**config.mk**
```make
export PLATFORM = sky130hd
export DESIGN_NAME = memsys_top
export DESIGN_NICKNAME = d
export VERILOG_FILES = /design/src/rtl/memsys_pkg.sv /design/src/rtl/memsys_decode.sv /design/src/rtl/memsys_rom.sv /design/src/rtl/memsys_ram.sv /design/src/rtl/memsys_top.sv
export SDC_FILE = /design/constraint.sdc
export NUM_CORES = 2
export LEC_CHECK = 0
export BUFFER_PORTS_ARGS = -buffer_cell sky130_fd_sc_hd__buf_4
export CAP_MARGIN = 5
export CELL_PAD_IN_SITES_DETAIL_PLACEMENT = 0
export CELL_PAD_IN_SITES_GLOBAL_PLACEMENT = 2
export CORE_MARGIN = 1
export CORE_UTILIZATION = 53
export DETAILED_ROUTE_END_ITERATION = 6
export PLACE_DENSITY_LB_ADDON = 0.1
export SYNTH_ARGS = -nofsm -noshare
export SYNTH_HDL_FRONTEND = slang
export SYNTH_SLANG_ARGS = --single-unit
```
**constraint.sdc**
```tcl
create_clock -name clk -period 9.05 [get_ports clk]
set_input_delay 0.905 -clock clk [delete_from_list [all_inputs] [get_ports clk]]
set_output_delay 0.905 -clock clk [all_outputs]
set_load 0.01 [all_outputs]
```
**src/rtl/memsys_pkg.sv**
```systemverilog
package memsys_pkg;

    localparam int ADDR_W = 16;
    localparam int DATA_W = 8;

    // decoded bus cycle
    typedef struct packed {
        logic rom_en;
        logic ram_en;
        logic rd_ok;
        logic wr_ok;
    } dec_t;

    typedef enum logic {
        SRC_ROM = 1'b0,
        SRC_RAM = 1'b1
    } src_e;

    // computed read-only contents for a storage index
    function automatic logic [DATA_W-1:0] rom_pattern(input logic [ADDR_W-1:0] idx);
        logic [ADDR_W-1:0] v;
        v = idx * 16'd37 + 16'd92;
        return v[DATA_W-1:0];
    endfunction

endpackage

```
**src/rtl/memsys_decode.sv**
```systemverilog
module memsys_decode
    import memsys_pkg::*;
(
    input  logic              mreq_n,
    input  logic              rd_n,
    input  logic              wr_n,
    input  logic              hi_bit,
    output dec_t              dec
);

    always_comb begin
        dec        = '0;
        dec.rom_en = !mreq_n && !hi_bit;
        dec.ram_en = !mreq_n &&  hi_bit;
        dec.rd_ok  = !mreq_n && !rd_n;
        dec.wr_ok  = !mreq_n && !wr_n;
    end

endmodule

```
**src/rtl/memsys_rom.sv**
```systemverilog
module memsys_rom
    import memsys_pkg::*;
#(
    parameter int STORE_AW = 8
) (
    input  logic                clk,
    input  logic                rst,
    input  logic                rd_en,
    input  logic [STORE_AW-1:0] idx,
    output logic [DATA_W-1:0]   q
);

    localparam int DEPTH = 1 << STORE_AW;

    logic [DATA_W-1:0] tbl [DEPTH];

    generate
        for (genvar i = 0; i < DEPTH; i++) begin : g_tbl
            assign tbl[i] = rom_pattern(ADDR_W'(i));
        end
    endgenerate

    always_ff @(posedge clk) begin
        if (rst)
            q <= '0;
        else if (rd_en)
            q <= tbl[idx];
    end

endmodule

```
**src/rtl/memsys_ram.sv**
```systemverilog
module memsys_ram
    import memsys_pkg::*;
#(
    parameter int STORE_AW = 8
) (
    input  logic                clk,
    input  logic                rst,
    input  logic                rd_en,
    input  logic                wr_en,
    input  logic [STORE_AW-1:0] idx,
    input  logic [DATA_W-1:0]   wd,
    output logic [DATA_W-1:0]   q
);

    localparam int DEPTH = 1 << STORE_AW;

    logic [DATA_W-1:0] mem [DEPTH];

    always_ff @(posedge clk) begin
        if (wr_en)
            mem[idx] <= wd;
    end

    always_ff @(posedge clk) begin
        if (rst)
            q <= '0;
        else if (rd_en)
            q <= mem[idx];
    end

endmodule

```
**src/rtl/memsys_top.sv**
```systemverilog
module memsys_top
    import memsys_pkg::*;
#(
    parameter int STORE_AW = 8
) (
    input  logic               clk,
    input  logic               rst,
    input  logic [ADDR_W-1:0]  addr,
    input  logic [DATA_W-1:0]  wdata,
    input  logic               mreq_n,
    input  logic               rd_n,
    input  logic               wr_n,
    output logic [DATA_W-1:0]  rdata,
    output logic               drive_en
);

    localparam int HI_BIT = ADDR_W - 1;

    dec_t              dec;
    logic [DATA_W-1:0] rom_q;
    logic [DATA_W-1:0] ram_q;
    src_e              src_q;
    logic              rom_rd, ram_rd, ram_wr;

    memsys_decode u_dec (
        .mreq_n (mreq_n),
        .rd_n   (rd_n),
        .wr_n   (wr_n),
        .hi_bit (addr[HI_BIT]),
        .dec    (dec)
    );

    assign rom_rd = dec.rom_en && dec.rd_ok;
    assign ram_rd = dec.ram_en && dec.rd_ok;
    assign ram_wr = dec.ram_en && dec.wr_ok;

    memsys_rom #(.STORE_AW(STORE_AW)) u_rom (
        .clk   (clk),
        .rst   (rst),
        .rd_en (rom_rd),
        .idx   (addr[STORE_AW-1:0]),
        .q     (rom_q)
    );

    memsys_ram #(.STORE_AW(STORE_AW)) u_ram (
        .clk   (clk),
        .rst   (rst),
        .rd_en (ram_rd),
        .wr_en (ram_wr),
        .idx   (addr[STORE_AW-1:0]),
        .wd    (wdata),
        .q     (ram_q)
    );

    always_ff @(posedge clk) begin
        if (rst) begin
            drive_en <= 1'b0;
            src_q    <= SRC_ROM;
        end else begin
            drive_en <= dec.rd_ok;
            if (dec.rd_ok)
                src_q <= dec.ram_en ? SRC_RAM : SRC_ROM;
        end
    end

    always_comb begin
        if (!drive_en)
            rdata = '0;
        else if (src_q == SRC_RAM)
            rdata = ram_q;
        else
            rdata = rom_q;
    end

    AST_ONE_REGION: assert property (@(posedge clk) disable iff (rst)
        $onehot0({dec.rom_en, dec.ram_en}));

    AST_DRIVE_QUAL: assert property (@(posedge clk) disable iff (rst)
        drive_en |-> $past(!mreq_n && !rd_n));

    AST_IDLE_QUIET: assert property (@(posedge clk) disable iff (rst)
        mreq_n |=> !drive_en);

    AST_ZERO_IDLE: assert property (@(posedge clk) disable iff (rst)
        !drive_en |-> (rdata == '0));

    AST_WRITE_HIGH: assert property (@(posedge clk) disable iff (rst)
        ram_wr |-> (addr[HI_BIT] && !mreq_n));

    AST_NO_STRAY_WRITE: assert property (@(posedge clk) disable iff (rst)
        mreq_n |-> !ram_wr);

endmodule

```
==> metrics.md <==
| Metric | Value |
|---|---|
| Setup repair after global routing missed its margin | `false` |
| Die Width | `395 um` |
| Number of I/O pins | `38` |
| Capture point of the critical path | `u_ram.mem[245][4]` |
| Most instantiated library cell after synthesis | `sky130_fd_sc_hd__edfxtp_1` |
| Biggest area contributors in the synthesized netlist | `sky130_fd_sc_hd__edfxtp_1 (75%), sky130_fd_sc_hd__mux4_2 (8.5%), sky130_fd_sc_hd__mux2i_1 (3.0%)` |
| Number of instances in the synthesized netlist | `4374` |
| Worst R2R Start | `u_ram.mem[108][2]` |
| Avg Inst Size Synth | `18.7 um2` |
| FF-to-FF End | `u_ram.q[2]` |
| Most common flop cell mapped by yosys | `sky130_fd_sc_hd__edfxtp_1` |
| Router iterations before antenna repair | `5` |
| Area share of the leading cell type in the synthesized netlist | `75.3%` |
| Syn nets | `4411` |
| CTS Root Buffer Type | `sky130_fd_sc_hd__clkbuf_16` |
| Power density normalized to cell area | `219 nW/um2` |
| Crit path required time | `9.48 ns` |
| Min Clock Period, post-route | `4.55 ns` |
| Total clock buffers created by CTS | `204` |
| Initial antenna violation count | `7` |
| Worst vdd rail ir drop | `0.194 mV` |
| Post-layout nets | `4432` |
| Post-cts repair resize count | `0` |
| Setup Skew | `0.0219 ns` |
| Max Slew Vio Count | `0` |
| Total wire length after detailed routing | `223000 um` |
| Layout fillers | `11397` |
| Pwr Total | `19700 uW` |
| Run status | `finished clean` |
| Overflow left after global routing | `0` |
| Detailed-route DRC error count | `0` |
| Startpoint of the tightest hold check path | `rd_n` |
| Number of nets still failing antenna checks after routing | `0` |
| Arrival time worst endpoint | `4.98 ns` |
| Total track usage | `28.7%` |
| Type of the most critical hold path | `in -> reg` |
| Post-synth cell types | `75` |
| Most common library cells after synthesis | `sky130_fd_sc_hd__edfxtp_1 (2048), sky130_fd_sc_hd__nor2_1 (369), sky130_fd_sc_hd__mux4_2 (310), sky130_fd_sc_hd__mux2i_1 (242), sky130_fd_sc_hd__nand2_1 (209)` |
| Via count of the first global-routing pass | `42254` |
| Final setup slack of the worst path | `4.50 ns` |
| Global-route wire length before repair | `317000 um` |
| Finished Core Util | `58.9%` |
| MaxCap Viol Count | `0` |
| Vias per std cell | `6.52` |
| Share of the clock period used by the worst path | `50.3%` |
| Leakage power total | `0.0280 uW` |
| Path depth of the worst reg2reg path | `6` |
| Largest net degree at the start of global routing | `161` |
| Clock slew at the register clock pins of the worst setup and hold paths | `0.06 ns` |
| Maximum fanout along the worst path | `52` |
| CTS Hold Bufs | `0` |
| Post-CTS setup-driven buffer insertion count | `0` |
| FFs w/ async S/R, synth | `0%` |
| Post-detailed-route wirelength per cell | `33.8 um` |
| Clock network latency to the later pin of the worst-skew pair | `0.82 ns` |
| Number of buffers added on ports | `30` |
| Number of synthesized flops with an enable pin | `2048` |
| Critical Path Start | `addr[2]` |
| Fin. Hold Viols | `0` |
| Hold Crit Depth | `2` |
| Synthesis-to-layout area growth | `9.85%` |
| Synth warnings | `0` |
| Sum of net half-perimeters after detailed placement | `129000 um` |
| Post-synthesis sequential area ratio | `75.7%` |
| Type of element capturing the critical path | `flop` |
| Fraction of layout cells with a size suffix above 1 | `17.2%` |
| Area of all sequential standard cells | `61900 um2` |
| Clock tree sinks | `2066` |
| Clock tree from TritonCTS | `built` |
| Count of vias placed by the detailed router | `42976` |
| Worst Max-Slew Pin Slew | `1.22 ns` |
| Summed negative setup slack over all endpoints | `0 ns` |
| Area of the die | `156000 um2` |
| Die Y | `395 um` |
| Final RePlAce weighted congestion | `0.838` |
| Number of flip-flops and latches in the synthesized netlist | `2066` |
| Max-slew headroom at the worst pin | `18.4%` |
| Critical Setup Path Class | `in -> reg` |
| Starting utilization of the core area | `53.6%` |
| H-Tree Level Count | `4` |
| Worst slack after detailed placement | `3.72 ns` |
| Area occupied by multi-input gates | `17900 um2` |
| Nature of the critical path startpoint | `input port` |
| FMAX | `220 MHz` |
| Cell area after synthesis | `81700 um2` |
| Core Box Area | `152000 um2` |
| Total setup violations reported at the end of the flow | `0` |
| Leading area contributor after synthesis | `sky130_fd_sc_hd__edfxtp_1` |
| Worst-case register-to-register setup slack | `5.87 ns` |
| Std cell rows | `143` |
| Number of DRC violations after detailed-routing iteration 0 | `4765` |
| Number of buffers on the longest clock path | `3` |
-- metrics by stage --
stage | hold WS, ns | std cells | instance area, um2
6_report | 0.304 | 6589 | 89700
5_1_grt | 0.288 | 6586 | 89700
3_5_place_dp | 0.487 | 6219 | 83400
4_1_cts | 0.259 | 6586 | 89700
3_3_place_gp | 0.472 | 6219 | 83400
2_1_floorplan | 0.460 | 4374 | 81700
-- state kept, by name, indices dropped and copies added, names as in the netlist --
signal,cells
u_ram.mem,2048
drive_en,1
u_rom.q,8
u_ram.q,8
src_q,1
-- cells by family (layout without fill, tap and decap cells) --
group           after synthesis  count (layout)  synth area share, %
fa+ha+maj                    10              10                0.147
mux                         585             585                 12.0
buf+inv                     317             499                 2.47
simple gates                757             757                 3.91
xor+xnor                      5               5               0.0628
other cells                   0               3                    0
flops                      2066            2066                 75.7
compound gates              634             634                 5.69
-- area by class of cell --
class | instances | share of cell area [%]
timing repair buffer | 124 | 1.21
clock inverter | 105 | 0.890
multi-input combinational | 1991 | 19.9
clock buffer | 262 | 6.14
antenna | 3 | 0.00837
sequential | 2066 | 68.9
inverter | 8 | 0.0432
tap | 2030 | 2.83
-- power by group --
part           total (uW)  internal, uW  switching [uW]
Combinational        1040           307             733
Clock                8120          4580            3540
Sequential          10500         10500            5.03
Total               19700         15400            4270
-- cell usage in the layout (no fill, tap or decap), types with 86 or more instances in the layout --
cell type                   instances
sky130_fd_sc_hd__a221oi_1         136
sky130_fd_sc_hd__o22ai_1          111
sky130_fd_sc_hd__clkbuf_16        210
sky130_fd_sc_hd__buf_4            106
sky130_fd_sc_hd__nand2_1          194
sky130_fd_sc_hd__edfxtp_1        2048
sky130_fd_sc_hd__mux2i_1          242
sky130_fd_sc_hd__mux4_2           310
sky130_fd_sc_hd__nor2_1           367
sky130_fd_sc_hd__o21ai_0           86
-- how the worst min path moves through the flow --
stage	endpoint	slack [ns]
after floorplan	u_rom.q[0]	0.46
after global placement	u_rom.q[0]	0.47
after detailed placement	u_rom.q[2]	0.49
after CTS	drive_en	0.26
after global routing	drive_en	0.29
final	drive_en	0.30
-- routing by layer --
metal	share of wire (%)	track usage (%)
met2	47	44.8
met5	0.0058	0
met3	7.8	4.96
met4	2.5	7.51
met1	42	42.2
-- critical path, cell delays in order --
cell and delay (ns):
sky130_fd_sc_hd__buf_8 0.37, sky130_fd_sc_hd__buf_4 0.56, sky130_fd_sc_hd__inv_2 0.46, sky130_fd_sc_hd__nor3_1 0.56
sky130_fd_sc_hd__nand2_1 0.74, sky130_fd_sc_hd__buf_4 0.52, sky130_fd_sc_hd__nor2_1 0.77
No activity file was read; power rests on OpenSTA's default activity.
